$ cat src/rtl/cal_coef_pkg.sv
package cal_coef_pkg;

  typedef enum logic [1:0] {
    ST_IDLE = 2'd0,
    ST_RUN  = 2'd1,
    ST_FIN  = 2'd2
  } cal_state_e;

  // ideal code of a reference at quarter-scale position 'quarters'
  function automatic int unsigned ideal_code(int unsigned raw_w, int unsigned quarters);
    return quarters << (raw_w - 2);
  endfunction

endpackage

$ cat src/rtl/cal_ctrl.sv
module cal_ctrl
  import cal_coef_pkg::*;
#(
  parameter int ITER = 15
) (
  input  logic clk,
  input  logic rst_n,
  input  logic start_i,
  input  logic ordered_i,
  input  logic ovf_i,
  output logic accept_o,
  output logic load_o,
  output logic reject_o,
  output logic step_o,
  output logic fin_o,
  output logic busy_o
);
  localparam int CNT_W = $clog2(ITER);
  localparam logic [CNT_W-1:0] LAST = CNT_W'(ITER - 1);

  cal_state_e state_q;
  logic [CNT_W-1:0] cnt_q;

  assign accept_o = start_i && (state_q == ST_IDLE);
  assign load_o   = accept_o && ordered_i;
  assign reject_o = accept_o && !ordered_i;
  assign step_o   = (state_q == ST_RUN);
  assign fin_o    = (state_q == ST_FIN);
  assign busy_o   = (state_q != ST_IDLE);

  always_ff @(posedge clk or negedge rst_n) begin
    if (!rst_n) begin
      state_q <= ST_IDLE;
      cnt_q   <= '0;
    end else begin
      unique case (state_q)
        ST_IDLE: if (load_o) begin
          state_q <= ST_RUN;
          cnt_q   <= '0;
        end
        ST_RUN: begin
          if (ovf_i)               state_q <= ST_IDLE;
          else if (cnt_q == LAST)  state_q <= ST_FIN;
          cnt_q <= cnt_q + 1'b1;
        end
        default: state_q <= ST_IDLE;
      endcase
    end
  end
endmodule

$ cat src/rtl/cal_div_mac.sv
module cal_div_mac #(
  parameter int RAW_W  = 14,
  parameter int GAIN_W = 15
) (
  input  logic                    clk,
  input  logic                    rst_n,
  input  logic                    load_i,
  input  logic                    step_i,
  input  logic [RAW_W-1:0]        hi_i,
  input  logic [RAW_W-1:0]        lo_i,
  output logic [GAIN_W-1:0]       quot_o,
  output logic [GAIN_W+RAW_W-1:0] prod_o,
  output logic                    ovf_o
);
  localparam int REM_W  = RAW_W + 1;
  localparam int ACC_W  = GAIN_W + RAW_W;
  localparam logic [REM_W-1:0] SPAN = REM_W'(1) << (RAW_W - 1);

  logic [REM_W-1:0]  rem_q;
  logic [RAW_W-1:0]  div_q;
  logic [RAW_W-1:0]  hi_q;
  logic [GAIN_W-1:0] quot_q;
  logic [ACC_W-1:0]  acc_q;

  // one restoring-division step; also reports a second fit (overflow)
  function automatic logic [REM_W:0] div_step(input logic [REM_W-1:0] rem,
                                              input logic [RAW_W-1:0] dv);
    logic [REM_W-1:0] left;
    logic take;
    take = rem >= {1'b0, dv};
    left = take ? rem - {1'b0, dv} : rem;
    return {take, left};
  endfunction

  logic [REM_W:0]   step_res;
  logic             take_w;
  logic [REM_W-1:0] left_w;

  assign step_res = div_step(rem_q, div_q);
  assign take_w   = step_res[REM_W];
  assign left_w   = step_res[REM_W-1:0];
  assign ovf_o    = step_i && take_w && (left_w >= {1'b0, div_q});

  always_ff @(posedge clk or negedge rst_n) begin
    if (!rst_n) begin
      rem_q  <= '0;
      div_q  <= '0;
      hi_q   <= '0;
      quot_q <= '0;
      acc_q  <= '0;
    end else if (load_i) begin
      rem_q  <= SPAN;
      div_q  <= hi_i - lo_i;
      hi_q   <= hi_i;
      quot_q <= '0;
      acc_q  <= '0;
    end else if (step_i) begin
      rem_q  <= {left_w[REM_W-2:0], 1'b0};
      quot_q <= {quot_q[GAIN_W-2:0], take_w};
      acc_q  <= {acc_q[ACC_W-2:0], 1'b0} + (take_w ? ACC_W'(hi_q) : '0);
    end
  end

  assign quot_o = quot_q;
  assign prod_o = acc_q;
endmodule

$ cat src/rtl/cal_post.sv
module cal_post
  import cal_coef_pkg::*;
#(
  parameter int RAW_W  = 14,
  parameter int GAIN_W = 15,
  parameter int HALF   = 2
) (
  input  logic [GAIN_W-1:0]       quot_i,
  input  logic [GAIN_W+RAW_W-1:0] prod_i,
  input  logic [GAIN_W-1:0]       gmin_i,
  input  logic [GAIN_W-1:0]       gmax_i,
  input  logic [RAW_W-2:0]        olim_i,
  output logic [RAW_W-1:0]        offset_o,
  output logic                    lim_err_o
);
  localparam int OW = GAIN_W + 2;
  localparam logic signed [OW-1:0] IDEAL_HI = OW'(ideal_code(RAW_W, 3));

  function automatic logic signed [OW-1:0] offset_full(input logic [GAIN_W+RAW_W-1:0] prod);
    logic [GAIN_W-1:0] scaled;
    scaled = prod[GAIN_W+RAW_W-1:RAW_W];
    return IDEAL_HI - $signed({2'b00, scaled}) - OW'(HALF);
  endfunction

  logic signed [OW-1:0] off_w;
  logic signed [OW-1:0] lim_w;
  logic gain_bad, off_bad;

  assign off_w     = offset_full(prod_i);
  assign lim_w     = $signed({{(OW-RAW_W+1){1'b0}}, olim_i});
  assign gain_bad  = (quot_i < gmin_i) || (quot_i > gmax_i);
  assign off_bad   = (off_w > lim_w) || (off_w < -lim_w);
  assign lim_err_o = gain_bad || off_bad;
  assign offset_o  = off_w[RAW_W-1:0];
endmodule

$ cat src/rtl/cal_coef_engine.sv
module cal_coef_engine #(
  parameter int RAW_W = 14,
  parameter int HALF  = 2
) (
  input  logic               clk,
  input  logic               rst_n,
  input  logic               start_i,
  input  logic [RAW_W-1:0]   ref_hi_i,
  input  logic [RAW_W-1:0]   ref_lo_i,
  input  logic [RAW_W:0]     gain_min_i,
  input  logic [RAW_W:0]     gain_max_i,
  input  logic [RAW_W-2:0]   off_lim_i,
  output logic               busy_o,
  output logic               done_o,
  output logic               err_o,
  output logic [RAW_W:0]     gain_o,
  output logic [RAW_W-1:0]   offset_o
);
  localparam int GAIN_W = RAW_W + 1;
  localparam int ACC_W  = GAIN_W + RAW_W;

  // named internal events for the checker
  logic accept_evt, load_evt, reject_evt, step_evt, fin_evt, ovf_evt;

  logic [GAIN_W-1:0] quot_w;
  logic [ACC_W-1:0]  prod_w;
  logic [RAW_W-1:0]  off_w;
  logic              lim_err_w;

  logic [GAIN_W-1:0] gmin_q, gmax_q;
  logic [RAW_W-2:0]  olim_q;

  cal_ctrl #(.ITER(GAIN_W)) ctrl_i (
    .clk(clk), .rst_n(rst_n), .start_i(start_i),
    .ordered_i(ref_hi_i > ref_lo_i), .ovf_i(ovf_evt),
    .accept_o(accept_evt), .load_o(load_evt), .reject_o(reject_evt),
    .step_o(step_evt), .fin_o(fin_evt), .busy_o(busy_o)
  );

  cal_div_mac #(.RAW_W(RAW_W), .GAIN_W(GAIN_W)) dm_i (
    .clk(clk), .rst_n(rst_n), .load_i(load_evt), .step_i(step_evt),
    .hi_i(ref_hi_i), .lo_i(ref_lo_i),
    .quot_o(quot_w), .prod_o(prod_w), .ovf_o(ovf_evt)
  );

  cal_post #(.RAW_W(RAW_W), .GAIN_W(GAIN_W), .HALF(HALF)) post_i (
    .quot_i(quot_w), .prod_i(prod_w),
    .gmin_i(gmin_q), .gmax_i(gmax_q), .olim_i(olim_q),
    .offset_o(off_w), .lim_err_o(lim_err_w)
  );

  always_ff @(posedge clk or negedge rst_n) begin
    if (!rst_n) begin
      gmin_q <= '0;
      gmax_q <= '0;
      olim_q <= '0;
    end else if (load_evt) begin
      gmin_q <= gain_min_i;
      gmax_q <= gain_max_i;
      olim_q <= off_lim_i;
    end
  end

  always_ff @(posedge clk or negedge rst_n) begin
    if (!rst_n) begin
      done_o   <= 1'b0;
      err_o    <= 1'b0;
      gain_o   <= '0;
      offset_o <= '0;
    end else begin
      done_o <= reject_evt || ovf_evt || fin_evt;
      if (reject_evt || ovf_evt) begin
        err_o    <= 1'b1;
        gain_o   <= '0;
        offset_o <= '0;
      end else if (fin_evt) begin
        err_o    <= lim_err_w;
        gain_o   <= quot_w;
        offset_o <= off_w;
      end
    end
  end
endmodule

$ cat config.mk
export PLATFORM = sky130hd
export DESIGN_NAME = cal_coef_engine
export DESIGN_NICKNAME = d
export VERILOG_FILES = /design/src/rtl/cal_coef_pkg.sv /design/src/rtl/cal_ctrl.sv /design/src/rtl/cal_div_mac.sv /design/src/rtl/cal_post.sv /design/src/rtl/cal_coef_engine.sv
export SDC_FILE = /design/constraint.sdc
export NUM_CORES = 1
export LEC_CHECK = 0
export BUFFER_PORTS_ARGS = -buffer_cell sky130_fd_sc_hd__clkbuf_2
export CAP_MARGIN = 30
export CORE_AREA = 5 5 148 150
export CTS_BUF_LIST = sky130_fd_sc_hd__clkbuf_16
export DETAILED_ROUTE_END_ITERATION = 10
export DIE_AREA = 0 0 153 155
export MAX_ROUTING_LAYER = met4
export PLACE_DENSITY = 0.91
export SLEW_MARGIN = 20
export SYNTH_ARGS = -nofsm -noshare
export SYNTH_HDL_FRONTEND = slang
export SYNTH_HIERARCHICAL = 1
export SYNTH_SLANG_ARGS = --single-unit
export TNS_END_PERCENT = 10
$ cat constraint.sdc
create_clock -name clk -period 5.2 [get_ports clk]
set_input_delay 1.3 -clock clk [delete_from_list [all_inputs] [get_ports clk]]
set_output_delay 1.3 -clock clk [all_outputs]
set_load 0.01 [all_outputs]
==> results.sh <==
export IMPL_ant_nets=0
export IMPL_grt_pass1_vias=10370
export IMPL_syn_nets=1500
export IMPL_fp_dieArea_um2=23700
export IMPL_maxSlewHeadroom=0.515
export IMPL_antenna_found_initial=0
export IMPL_routed_wirelength_um=29800
export IMPL_power_w=0.00945
export IMPL_cp_startpoint="dm_i/rem_q[12]"
export IMPL_multiInputGateArea_um2=7270
export IMPL_reg2reg_from="dm_i/rem_q[12]"
export IMPL_syn_inst=1293
export IMPL_core_area_um2=20600
export IMPL_drive_gt1_frac=0.171
export IMPL_synth_top_cell_by_area="dfrtp_1"
export IMPL_avgSynthCellArea_um2=9.38
export IMPL_tightest_slew_ns=0.716
export IMPL_n_antenna_cell=0
export IMPL_clock_path_buffers=2
export IMPL_clk_root_buffer_cell="clkbuf_16"
export IMPL_clock_latency_ns=0.43
export IMPL_drc=0
export IMPL_avgViaCountPerCell=6.18
export IMPL_ff_latch_area_um2=4150
export IMPL_cp_required_ns=5.52
export IMPL_post_cts_setup_buffers=0
export IMPL_grt_max_degree=105
export IMPL_ys_top_cells_by_area="dfrtp_1, ha_1, mux2_2"
export IMPL_grtUsageTotal=0.258
export IMPL_cts_htree_levels=4
export IMPL_clk_pin_slew_ns=0.07
export IMPL_cap_violations=0
export IMPL_cp_max_fo=16
export IMPL_grt_ovfl_total=0
export IMPL_firstDrtPassIters=5
export IMPL_wl_per_cell_um=17.9
export IMPL_worstSetupPathType="reg2reg"
export IMPL_slew_violations=0
export IMPL_async_reset_ff_frac=1.00
export IMPL_drt_iter0_markers=720
export IMPL_hold_ws_ns=0.479
export IMPL_num_vias=10282
export IMPL_hp_class="reg2reg"
export IMPL_synth_edf_count=0
export IMPL_dp_cells=1631
export IMPL_port_buffers=105
export IMPL_ir_worst_vdd_mv=0.337
export IMPL_power_density_nw_per_um2=704
export IMPL_areaGrowthSynthToFinish_pct=10.7
export IMPL_final_cells=1665
export IMPL_fin_crit_sh=0.904
export IMPL_status="complete, no violations"
export IMPL_dieHeight_um=155
export IMPL_start_kind="register"
export IMPL_n_fill_cell=1540
export IMPL_ctsHoldBuffers=0
export IMPL_syn_cell_area_um2=12100
export IMPL_leakage_nw=6.32
export IMPL_max_freq_ghz=0.213
export IMPL_holdCritStartpoint="dm_i/div_q[7]"
export IMPL_yosysSeqAreaShare=0.342
export IMPL_clock_skew_ns=0.00868
export IMPL_ctsResizeCount=0
export IMPL_cts_sinks=166
export IMPL_io_pins=106
export IMPL_place_congestion=0.915
export IMPL_synth_cell_type_count=82
export IMPL_dp_hpwl_um=22000
export IMPL_grt_first_pass_wirelength_um=49600
export IMPL_period_minus_slack_ns=4.70
export IMPL_fp_row_count=53
export IMPL_worst_setup_path_end_kind="register"
export IMPL_start_util=0.590
export IMPL_numCtsBuffers=17
export IMPL_cts_tree="built"
export IMPL_synth_top_flop_cell="dfrtp_1"
export IMPL_tns_ns=0
export IMPL_critPathArrivalTime_ns=5.03
export IMPL_synth_top_cell_area_share=0.342
export IMPL_fp_dieW_um=153
export IMPL_rsz0062_at_grt="false"
export IMPL_ys_warnings_count=6
export IMPL_finish_net_count=1584
export IMPL_setup_viol=0
export IMPL_hold_viol_final=0
export IMPL_ys_ff_latch=166
[critical path, stage by stage (launching register included)]
cell and delay (ns):
dfrtp_1 0.42, ha_1 0.40, a21oi_1 0.19, o21ai_1 0.11
a2111oi_2 0.49, o21ai_2 0.29, buf_4 0.27, and2_1 0.17
ha_1 0.20, fa_1 0.41, a21o_1 0.21, a311oi_1 0.41
o21ai_1 0.20, a211oi_2 0.37, o31ai_1 0.13, a311oi_1 0.31
[area by class of cell]
type / count / area share
clock buffers: 17 / 0.0317
clock inverters: 15 / 0.00904
inverters: 114 / 0.0321
multi-input cells: 963 / 0.541
flip-flops and latches: 166 / 0.309
well taps: 275 / 0.0256
repair buffers: 115 / 0.0510
[final timing paths]
kind	cells past startpoint	slack (ns)	to
max in group asynchronous	2	3.81	dm_i/rem_q[10]
worst max-delay path	15	0.50	dm_i/prod_o[27]
worst min register to register	2	0.48	dm_i/div_q[7]
min in group asynchronous	1	0.71	offset_o[2]
worst max register to register	15	0.50	dm_i/prod_o[27]
worst min-delay path	2	0.48	dm_i/div_q[7]
[cells in the mapped netlist (20+ instances only)]
cell type  number
dfrtp_1       166
nand3_1        28
nand4_1        23
a211oi_1       27
clkbuf_1       20
nor2_1        124
nand2_1        67
o21ai_0        51
xnor2_1        45
mux2i_1        56
inv_1         114
mux2_2         65
ha_1          130
a21oi_1        68
[registers in the layout (all words and copies together), names as in the netlist, 2 cells and up]
signal and count:
offset_o 14, gmin_q 15, gmax_q 15, dm_i/quot_o 15, dm_i/rem_q 14, olim_q 13, ctrl_i/state_q 2, gain_o 15
ctrl_i/cnt_q 4, dm_i/prod_o 29, dm_i/hi_q 14, dm_i/div_q 14
[through the flow]
| step | area [um^2] | util | worst slack (ns) |
|---|---|---|---|
| 6_report | 13400 | 0.653 | 0.498 |
| 4_1_cts | 13400 | 0.651 | 0.551 |
| 2_1_floorplan | 12100 | - | 1.21 |
| 3_5_place_dp | 12800 | 0.624 | 0.636 |
| 5_1_grt | 13400 | 0.653 | 0.145 |
| 3_3_place_gp | 12800 | 0.624 | 0.702 |
[power breakdown]
| part | switching [W] | leakage [nW] | internal, W |
|---|---|---|---|
| logic | 0.00333 | 3.99 | 0.00251 |
| clock network | 0.000564 | 0.271 | 0.000624 |
| registers | 0.000603 | 2.06 | 0.00182 |
| total | 0.00450 | 6.32 | 0.00495 |
[cell families after synthesis]
family          share of synthesized area
simple gates                        0.155
compound gates                      0.154
flops                               0.342
buf+inv                            0.0589
fa+ha+maj                           0.139
mux                                 0.107
xor+xnor                           0.0440
[cell usage in the layout (no fill, tap or decap), types with 4 or more instances in the layout]
cell and count:
mux2i_1 56, and4_1 4, nand4_1 23, inv_1 113
nor3b_1 6, clkbuf_2 104, nand3_1 28, nand2_1 67
a311oi_1 8, nand3b_1 7, o21a_1 19, nand2b_1 14
nor2b_1 8, clkbuf_16 17, and2_1 16, nor3_1 19
or3_1 19, xor2_1 16, nor2_1 124, a21o_1 15
a221oi_1 4, nor4_1 9, mux2_2 65, o31ai_1 10
o21ai_0 51, a211oi_1 27, o2111ai_1 6, o21ai_1 4
inv_8 4, o211ai_1 10, xnor2_1 45, a21oi_1 68
ha_1 130, a31oi_1 9, buf_4 5, a21boi_0 4
dfrtp_1 166, and3_1 6
[per-layer routing]
| layer | routed length, um | global-route usage |
|---|---|---|
| met3 | 1480 | 0.0437 |
| met4 | 988 | 0.0882 |
| met2 | 15100 | 0.445 |
| met1 | 12200 | 0.308 |
| met5 | 0 | - |
(Power assumes the default switching activity.)
